--- src/rtl/cfg_load_pkg.sv ---
package cfg_load_pkg;

  typedef enum logic [2:0] {
    ST_IDLE,
    ST_PROG_LOW,
    ST_INIT_HIGH,
    ST_LOW_WAIT,
    ST_LOW_HOLD,
    ST_CLK_HIGH,
    ST_WAIT_DONE
  } ldState_e;

  localparam logic [1:0] CODE_OK        = 2'd0;
  localparam logic [1:0] CODE_INIT_LOW  = 2'd1;
  localparam logic [1:0] CODE_INIT_HIGH = 2'd2;
  localparam logic [1:0] CODE_DONE      = 2'd3;

  // strobes from control to datapath
  typedef struct packed {
    logic       progLow;
    logic       progRelease;
    logic       clkLow;
    logic       clkHigh;
    logic       takeBit;
    logic       dataHigh;
    logic       phaseClr;
    logic       tickClr;
    logic       statusClr;
    logic       statusLoad;
    logic [1:0] statusCode;
  } ldStrobe_t;

endpackage

--- src/rtl/cfg_load_ctrl.sv ---
module cfg_load_ctrl
  import cfg_load_pkg::*;
(
  input  logic      clk,
  input  logic      rstN,
  input  logic      startPulse,
  input  logic      bitValid,
  input  logic      initIn,
  input  logic      doneIn,
  input  logic      holdDone,
  input  logic      highDone,
  input  logic      tickExpire,
  input  logic      lastHold,
  output ldStrobe_t strobe,
  output logic      busy,
  output logic      bitReady
);

  ldState_e state, stateNext;

  always_ff @(posedge clk or negedge rstN) begin
    if (!rstN) state <= ST_IDLE;
    else       state <= stateNext;
  end

  always_comb begin
    stateNext = state;
    strobe    = '0;
    case (state)
      ST_IDLE: begin
        if (startPulse) begin
          strobe.progLow   = 1'b1;
          strobe.tickClr   = 1'b1;
          strobe.statusClr = 1'b1;
          stateNext        = ST_PROG_LOW;
        end
      end
      ST_PROG_LOW: begin
        if (!initIn) begin
          strobe.progRelease = 1'b1;
          strobe.tickClr     = 1'b1;
          stateNext          = ST_INIT_HIGH;
        end else if (tickExpire) begin
          strobe.statusLoad  = 1'b1;
          strobe.statusCode  = CODE_INIT_LOW;
          strobe.progRelease = 1'b1;
          strobe.clkHigh     = 1'b1;
          strobe.dataHigh    = 1'b1;
          stateNext          = ST_IDLE;
        end
      end
      ST_INIT_HIGH: begin
        if (initIn) begin
          strobe.clkLow = 1'b1;
          stateNext     = ST_LOW_WAIT;
        end else if (tickExpire) begin
          strobe.statusLoad  = 1'b1;
          strobe.statusCode  = CODE_INIT_HIGH;
          strobe.progRelease = 1'b1;
          strobe.clkHigh     = 1'b1;
          strobe.dataHigh    = 1'b1;
          stateNext          = ST_IDLE;
        end
      end
      ST_LOW_WAIT: begin
        if (bitValid) begin
          strobe.takeBit  = 1'b1;
          strobe.phaseClr = 1'b1;
          stateNext       = ST_LOW_HOLD;
        end
      end
      ST_LOW_HOLD: begin
        if (holdDone) begin
          strobe.clkHigh  = 1'b1;
          strobe.phaseClr = 1'b1;
          stateNext       = ST_CLK_HIGH;
        end
      end
      ST_CLK_HIGH: begin
        strobe.dataHigh = 1'b1;
        if (highDone) begin
          if (lastHold) begin
            strobe.tickClr = 1'b1;
            stateNext      = ST_WAIT_DONE;
          end else begin
            strobe.clkLow = 1'b1;
            stateNext     = ST_LOW_WAIT;
          end
        end
      end
      ST_WAIT_DONE: begin
        if (doneIn) begin
          strobe.statusLoad = 1'b1;
          strobe.statusCode = CODE_OK;
          stateNext         = ST_IDLE;
        end else if (tickExpire) begin
          strobe.statusLoad = 1'b1;
          strobe.statusCode = CODE_DONE;
          strobe.clkHigh    = 1'b1;
          strobe.dataHigh   = 1'b1;
          stateNext         = ST_IDLE;
        end
      end
      default: stateNext = ST_IDLE;
    endcase
  end

  assign busy     = (state != ST_IDLE);
  assign bitReady = (state == ST_LOW_WAIT);

endmodule

--- src/rtl/cfg_load_dpath.sv ---
module cfg_load_dpath
  import cfg_load_pkg::*;
#(
  parameter int unsigned CLK_HALF      = 3,
  parameter int unsigned TIMEOUT_TICKS = 3
) (
  input  logic       clk,
  input  logic       rstN,
  input  ldStrobe_t  strobe,
  input  logic       msTick,
  input  logic       bitData,
  input  logic       bitLast,
  output logic       holdDone,
  output logic       highDone,
  output logic       tickExpire,
  output logic       lastHold,
  output logic       progN,
  output logic       cfgClk,
  output logic       cfgData,
  output logic [1:0] status
);

  localparam int unsigned PH_W   = $clog2(CLK_HALF + 1);
  localparam int unsigned TICK_W = $clog2(TIMEOUT_TICKS + 1);
  localparam logic [PH_W-1:0]   HOLD_LAST = PH_W'(CLK_HALF - 2);
  localparam logic [PH_W-1:0]   HIGH_LAST = PH_W'(CLK_HALF - 1);
  localparam logic [TICK_W-1:0] TICK_LAST = TICK_W'(TIMEOUT_TICKS - 1);

  logic [PH_W-1:0]   phaseCnt;
  logic [TICK_W-1:0] tickCnt;

  // pin registers
  always_ff @(posedge clk or negedge rstN) begin
    if (!rstN) begin
      progN    <= 1'b1;
      cfgClk   <= 1'b1;
      cfgData  <= 1'b1;
      lastHold <= 1'b0;
    end else begin
      if (strobe.progLow)          progN <= 1'b0;
      else if (strobe.progRelease) progN <= 1'b1;
      if (strobe.clkLow)       cfgClk <= 1'b0;
      else if (strobe.clkHigh) cfgClk <= 1'b1;
      if (strobe.takeBit) begin
        cfgData  <= bitData;
        lastHold <= bitLast;
      end else if (strobe.dataHigh) begin
        cfgData <= 1'b1;
      end
    end
  end

  // phase counter for the configuration clock
  always_ff @(posedge clk or negedge rstN) begin
    if (!rstN)                phaseCnt <= '0;
    else if (strobe.phaseClr) phaseCnt <= '0;
    else                      phaseCnt <= phaseCnt + 1'b1;
  end

  assign holdDone = (phaseCnt == HOLD_LAST);
  assign highDone = (phaseCnt == HIGH_LAST);

  // millisecond tick counter for the handshake timeouts
  always_ff @(posedge clk or negedge rstN) begin
    if (!rstN)               tickCnt <= '0;
    else if (strobe.tickClr) tickCnt <= '0;
    else if (msTick)         tickCnt <= tickCnt + 1'b1;
  end

  assign tickExpire = msTick && (tickCnt == TICK_LAST);

  always_ff @(posedge clk or negedge rstN) begin
    if (!rstN)                  status <= CODE_OK;
    else if (strobe.statusClr)  status <= CODE_OK;
    else if (strobe.statusLoad) status <= strobe.statusCode;
  end

endmodule

--- src/rtl/cfg_serial_loader.sv ---
module cfg_serial_loader
  import cfg_load_pkg::*;
#(
  parameter int unsigned CLK_HALF      = 3,
  parameter int unsigned TIMEOUT_TICKS = 3
) (
  input  logic       clk,
  input  logic       rstN,
  input  logic       startPulse,
  input  logic       msTick,
  input  logic       bitValid,
  input  logic       bitData,
  input  logic       bitLast,
  output logic       bitReady,
  input  logic       initIn,
  input  logic       doneIn,
  output logic       progN,
  output logic       cfgClk,
  output logic       cfgData,
  output logic       busy,
  output logic [1:0] status
);

  ldStrobe_t strobe;
  logic holdDone, highDone, tickExpire, lastHold;

  cfg_load_ctrl ctrl_i (
    .clk        (clk),
    .rstN       (rstN),
    .startPulse (startPulse),
    .bitValid   (bitValid),
    .initIn     (initIn),
    .doneIn     (doneIn),
    .holdDone   (holdDone),
    .highDone   (highDone),
    .tickExpire (tickExpire),
    .lastHold   (lastHold),
    .strobe     (strobe),
    .busy       (busy),
    .bitReady   (bitReady)
  );

  cfg_load_dpath #(
    .CLK_HALF      (CLK_HALF),
    .TIMEOUT_TICKS (TIMEOUT_TICKS)
  ) dpath_i (
    .clk        (clk),
    .rstN       (rstN),
    .strobe     (strobe),
    .msTick     (msTick),
    .bitData    (bitData),
    .bitLast    (bitLast),
    .holdDone   (holdDone),
    .highDone   (highDone),
    .tickExpire (tickExpire),
    .lastHold   (lastHold),
    .progN      (progN),
    .cfgClk     (cfgClk),
    .cfgData    (cfgData),
    .status     (status)
  );

endmodule

--- config.mk ---
export PLATFORM = sky130hd
export DESIGN_NAME = cfg_serial_loader
export DESIGN_NICKNAME = d
export VERILOG_FILES = /design/src/rtl/cfg_load_pkg.sv /design/src/rtl/cfg_load_ctrl.sv /design/src/rtl/cfg_load_dpath.sv /design/src/rtl/cfg_serial_loader.sv
export SDC_FILE = /design/constraint.sdc
export NUM_CORES = 1
export LEC_CHECK = 0
export BUFFER_PORTS_ARGS = -buffer_cell sky130_fd_sc_hd__buf_2
export CAP_MARGIN = 10
export CORE_MARGIN = 2
export CORE_UTILIZATION = 55
export CTS_CLUSTER_SIZE = 40
export DETAILED_ROUTE_END_ITERATION = 8
export PLACE_DENSITY = 0.9
export REMOVE_ABC_BUFFERS = 1
export SLEW_MARGIN = 20
export SYNTH_ARGS = -nofsm -noshare
export SYNTH_HDL_FRONTEND = slang
export SYNTH_HIERARCHICAL = 1
export SYNTH_SLANG_ARGS = --single-unit
export TNS_END_PERCENT = 10
--- constraint.sdc ---
create_clock -name clk -period 4.6 [get_ports clk]
set_clock_uncertainty 0.1 [all_clocks]
set_input_delay 0.23 -clock clk [delete_from_list [all_inputs] [get_ports clk]]
set_output_delay 0.23 -clock clk [all_outputs]
set_load 0.02 [all_outputs]
==> results.cfg <==
[global_routing]
first_global_vias = 735
grt.overflow.total = 0
grt_pass1_wl_um = 3120
antenna_found_initial = 0
grt_usage_pct = 21.8
grt_max_degree = 22

[placement]
dpl_worst_slack_ns = 2.75
hpwlAfterDp_um = 1390
port_buffers = 15
gp_congestion = 0.825
placed_cells = 124

[route]
drt-pass1-iter-count = 4
drc = 0
wl_um = 1880
drt_iter0_drc = 9
wl_per_cell_um = 14.6
vias = 751
vias_per_cell = 5.82
ant_nets = 0

[floorplanning]
dieArea_um2 = 1970
die_width_um = 44.4
start_util_pct = 58.9
rows = 14
chipHeight_um = 44.4
core_area_um2 = 1520
ios = 16

[worst_setup_path]
crit_arrival_ns = 1.96
critPathLaunchType = flop
worstPathMaxFanout = 21
required_ns = 4.68
cp-end-kind = flop
critical_path_class = reg2reg

[power]
p_leak_nw = 0.440
switching_share_pct = 45.5
peakVddDrop_mv = 0.339
intPower_uw = 332
power_density_nw_per_um2 = 622
totalPowerFinal_uw = 609
power.switching_uw = 277
p_comb_share_pct = 46.5
seqPwrFrac_pct = 41.5
pwr-share-clk_pct = 12.0

[cts]
clk_pin_slew_ns = 0.08
cts_tree = built
cts_setup_buffers = 0
cts_max_level = 1
ctsResizeCount = 0
cts_num_sinks = 13
cts_inserted_buffers = 3
cts_buffer_depth = 2
cts_root_buf = clkbuf_4
insertion_delay_ns = 0.28

[sta]
setup_viol = 0
fin_crit_sh_pct = 40.8
hold_viol_final = 0
rsz0062_at_grt = false
tightest_slew_ns = 0.600
fin_setup_tns_ns = 0
relSlewSlack_pct = 60.0
max_freq_mhz = 533
post-route-min-period_ns = 1.88
fin_ws_ns = 2.72
drv_slew = 0

[yosys]
syn_inst = 98
yosysTopAreaCell = dfrtp_1
netlist_area_um2 = 897
yosysUniqueCellTypes = 41
synth_warnings = 6
ys_seq_elements = 13
synth.top_cells.by_area = dfrtp_1 (28%), dfstp_2 (8.8%), nor2_1 (6.3%)
postSynthAreaPerCell_um2 = 9.15
yosysSeqAreaShare_pct = 36.7
synth_top_cell_area_share_pct = 27.9

[layout]
diodes = 0
multiInputGateArea_um2 = 497
num-fill-cells = 120
area_growth_syn_to_layout_pct = 9.21
final_core_utilization_pct = 64.3
finalNetCount = 126
seq_area_um2 = 329
fin_cells = 129
drive_above_1_share_pct = 27.4

[worst_hold_path]
hold_class = in2reg

[job]
max_cap_viol_count = 0

[outcome]
status = completed
-- stage by stage --
step | instance area (um2) | hold slack [ns]
global route | 980 | 0.0769
floorplan | 848 | -0.166
finish | 980 | 0.0645
global placement | 943 | 0.0315
detailed placement | 943 | 0.0350
CTS | 980 | 0.0600
-- flip-flops by register name, summed over array words and instances (netlist names) --
| signal | cells |
|---|---|
| dpath_i/status | 2 |
| dpath_i/phaseCnt | 2 |
| ctrl_i/state | 3 |
| dpath_i/cfgClk | 1 |
| dpath_i/progN | 1 |
| dpath_i/lastHold | 1 |
| dpath_i/tickCnt | 2 |
| dpath_i/cfgData | 1 |
-- routing by layer --
layer / track usage [%] / wire length [um] / part of all wire (%)
met3: 3.67 / 81 / 4.3
met5: 0 / 0 / 0
met4: 7.88 / 19 / 1.0
met2: 34.7 / 912 / 48
met1: 29.7 / 867 / 46
-- placed cells by master (no fill, tap or decap), types with 2 or more instances in the layout --
master    netlist  final
nor2_1         15     15
mux2i_1         3      3
and4bb_2        2      2
ha_1            3      3
clkbuf_4        0      3
dfrtp_1        10     10
inv_1           5      5
and2_1          3      3
a21oi_1         6      6
nand2_1         5      5
dfstp_2         3      3
o21ai_0         6      6
buf_2           0     15
nand2b_1        5      5
o31ai_1         2      2
-- Yosys cell counts --
cell type  instances
buf_4              3
nand2_1            5
nand2b_1           5
o21a_1             1
nor2b_2            1
and3b_2            1
ha_1               3
and4bb_2           2
nor3_1             1
buf_6              1
a31oi_1            1
o21ai_0            6
mux2_4             1
buf_8              1
and3_1             1
xnor2_1            1
o22ai_1            1
a2111oi_2          1
o221ai_1           1
nor3b_1            1
o311ai_0           1
dfrtp_1           10
nor2_1            15
a31o_1             1
o211ai_1           1
dfstp_2            3
a21oi_2            1
or3_1              1
nor2b_1            1
o2bb2ai_1          1
inv_1              5
nand2b_2           1
inv_2              1
mux2i_1            3
nand2b_4           1
or3b_1             1
o31ai_1            2
nand3_1            1
and2_1             3
a21oi_1            6
a211oi_1           1
-- worst paths after layout --
| kind | from | slack [ns] | cells past startpoint | end |
|---|---|---|---|---|
| worst max-delay path | ctrl_i/state[2] | 2.72 | 4 | dpath_i/status[1] |
| worst min-delay path | bitData | 0.06 | 3 | dpath_i/cfgData |
| worst max register to register | ctrl_i/state[2] | 2.72 | 4 | dpath_i/status[1] |
| worst min register to register | dpath_i/phaseCnt[0] | 0.35 | 1 | dpath_i/phaseCnt[0] |
| max in group asynchronous | rstN | 3.86 | 2 | dpath_i/cfgClk |
| min in group asynchronous | rstN | 0.25 | 2 | dpath_i/status[0] |
-- what timing repair did --
| item | in CTS | in global routing |
|---|---|---|
| hold buffers | 1 | 0 |
| endpoints found under the hold margin | 13 | 0 |
| setup endpoints to repair | 0 | 0 |
-- power by group through the flow --
stage / registers (mW) / clock network [mW] / logic [mW]
global route: 0.260 / 0.0793 / 0.318
finish: 0.253 / 0.0732 / 0.283
floorplan: 0.247 / 0 / 0.199
global placement: 0.245 / 0 / 0.269
detailed placement: 0.252 / 0 / 0.281
CTS: 0.250 / 0.0754 / 0.283
-- area by class of cell --
class | instances | share of cell area [%]
clock buffers | 4 | 2.68
inverters | 6 | 2.30
multi-input cells | 74 | 50.7
flip-flops and latches | 13 | 33.6
well taps | 16 | 2.04
repair buffers | 16 | 8.68
-- cells by family (layout without fill, tap and decap cells) --
kind of cell | count (synthesis) | count (layout) | share of synthesized area (%)
multiplexers | 4 | 4 | 5.02
XOR/XNOR | 1 | 1 | 0.976
adder cells (fa/ha/maj) | 3 | 3 | 4.18
buffers and inverters | 11 | 26 | 7.95
AO/OA/AOI/OAI | 25 | 25 | 18.8
AND/OR/NAND/NOR | 41 | 41 | 26.4
flip-flops | 13 | 13 | 36.7
-- worst max-delay path, cell delays in order, from the launching register on --
cell and delay, ns:
dfrtp_1 0.73, nor2b_1 0.18, o31ai_1 0.47, mux2i_1 0.24, nor2_1 0.05
No activity file was read; power rests on OpenSTA's default activity.
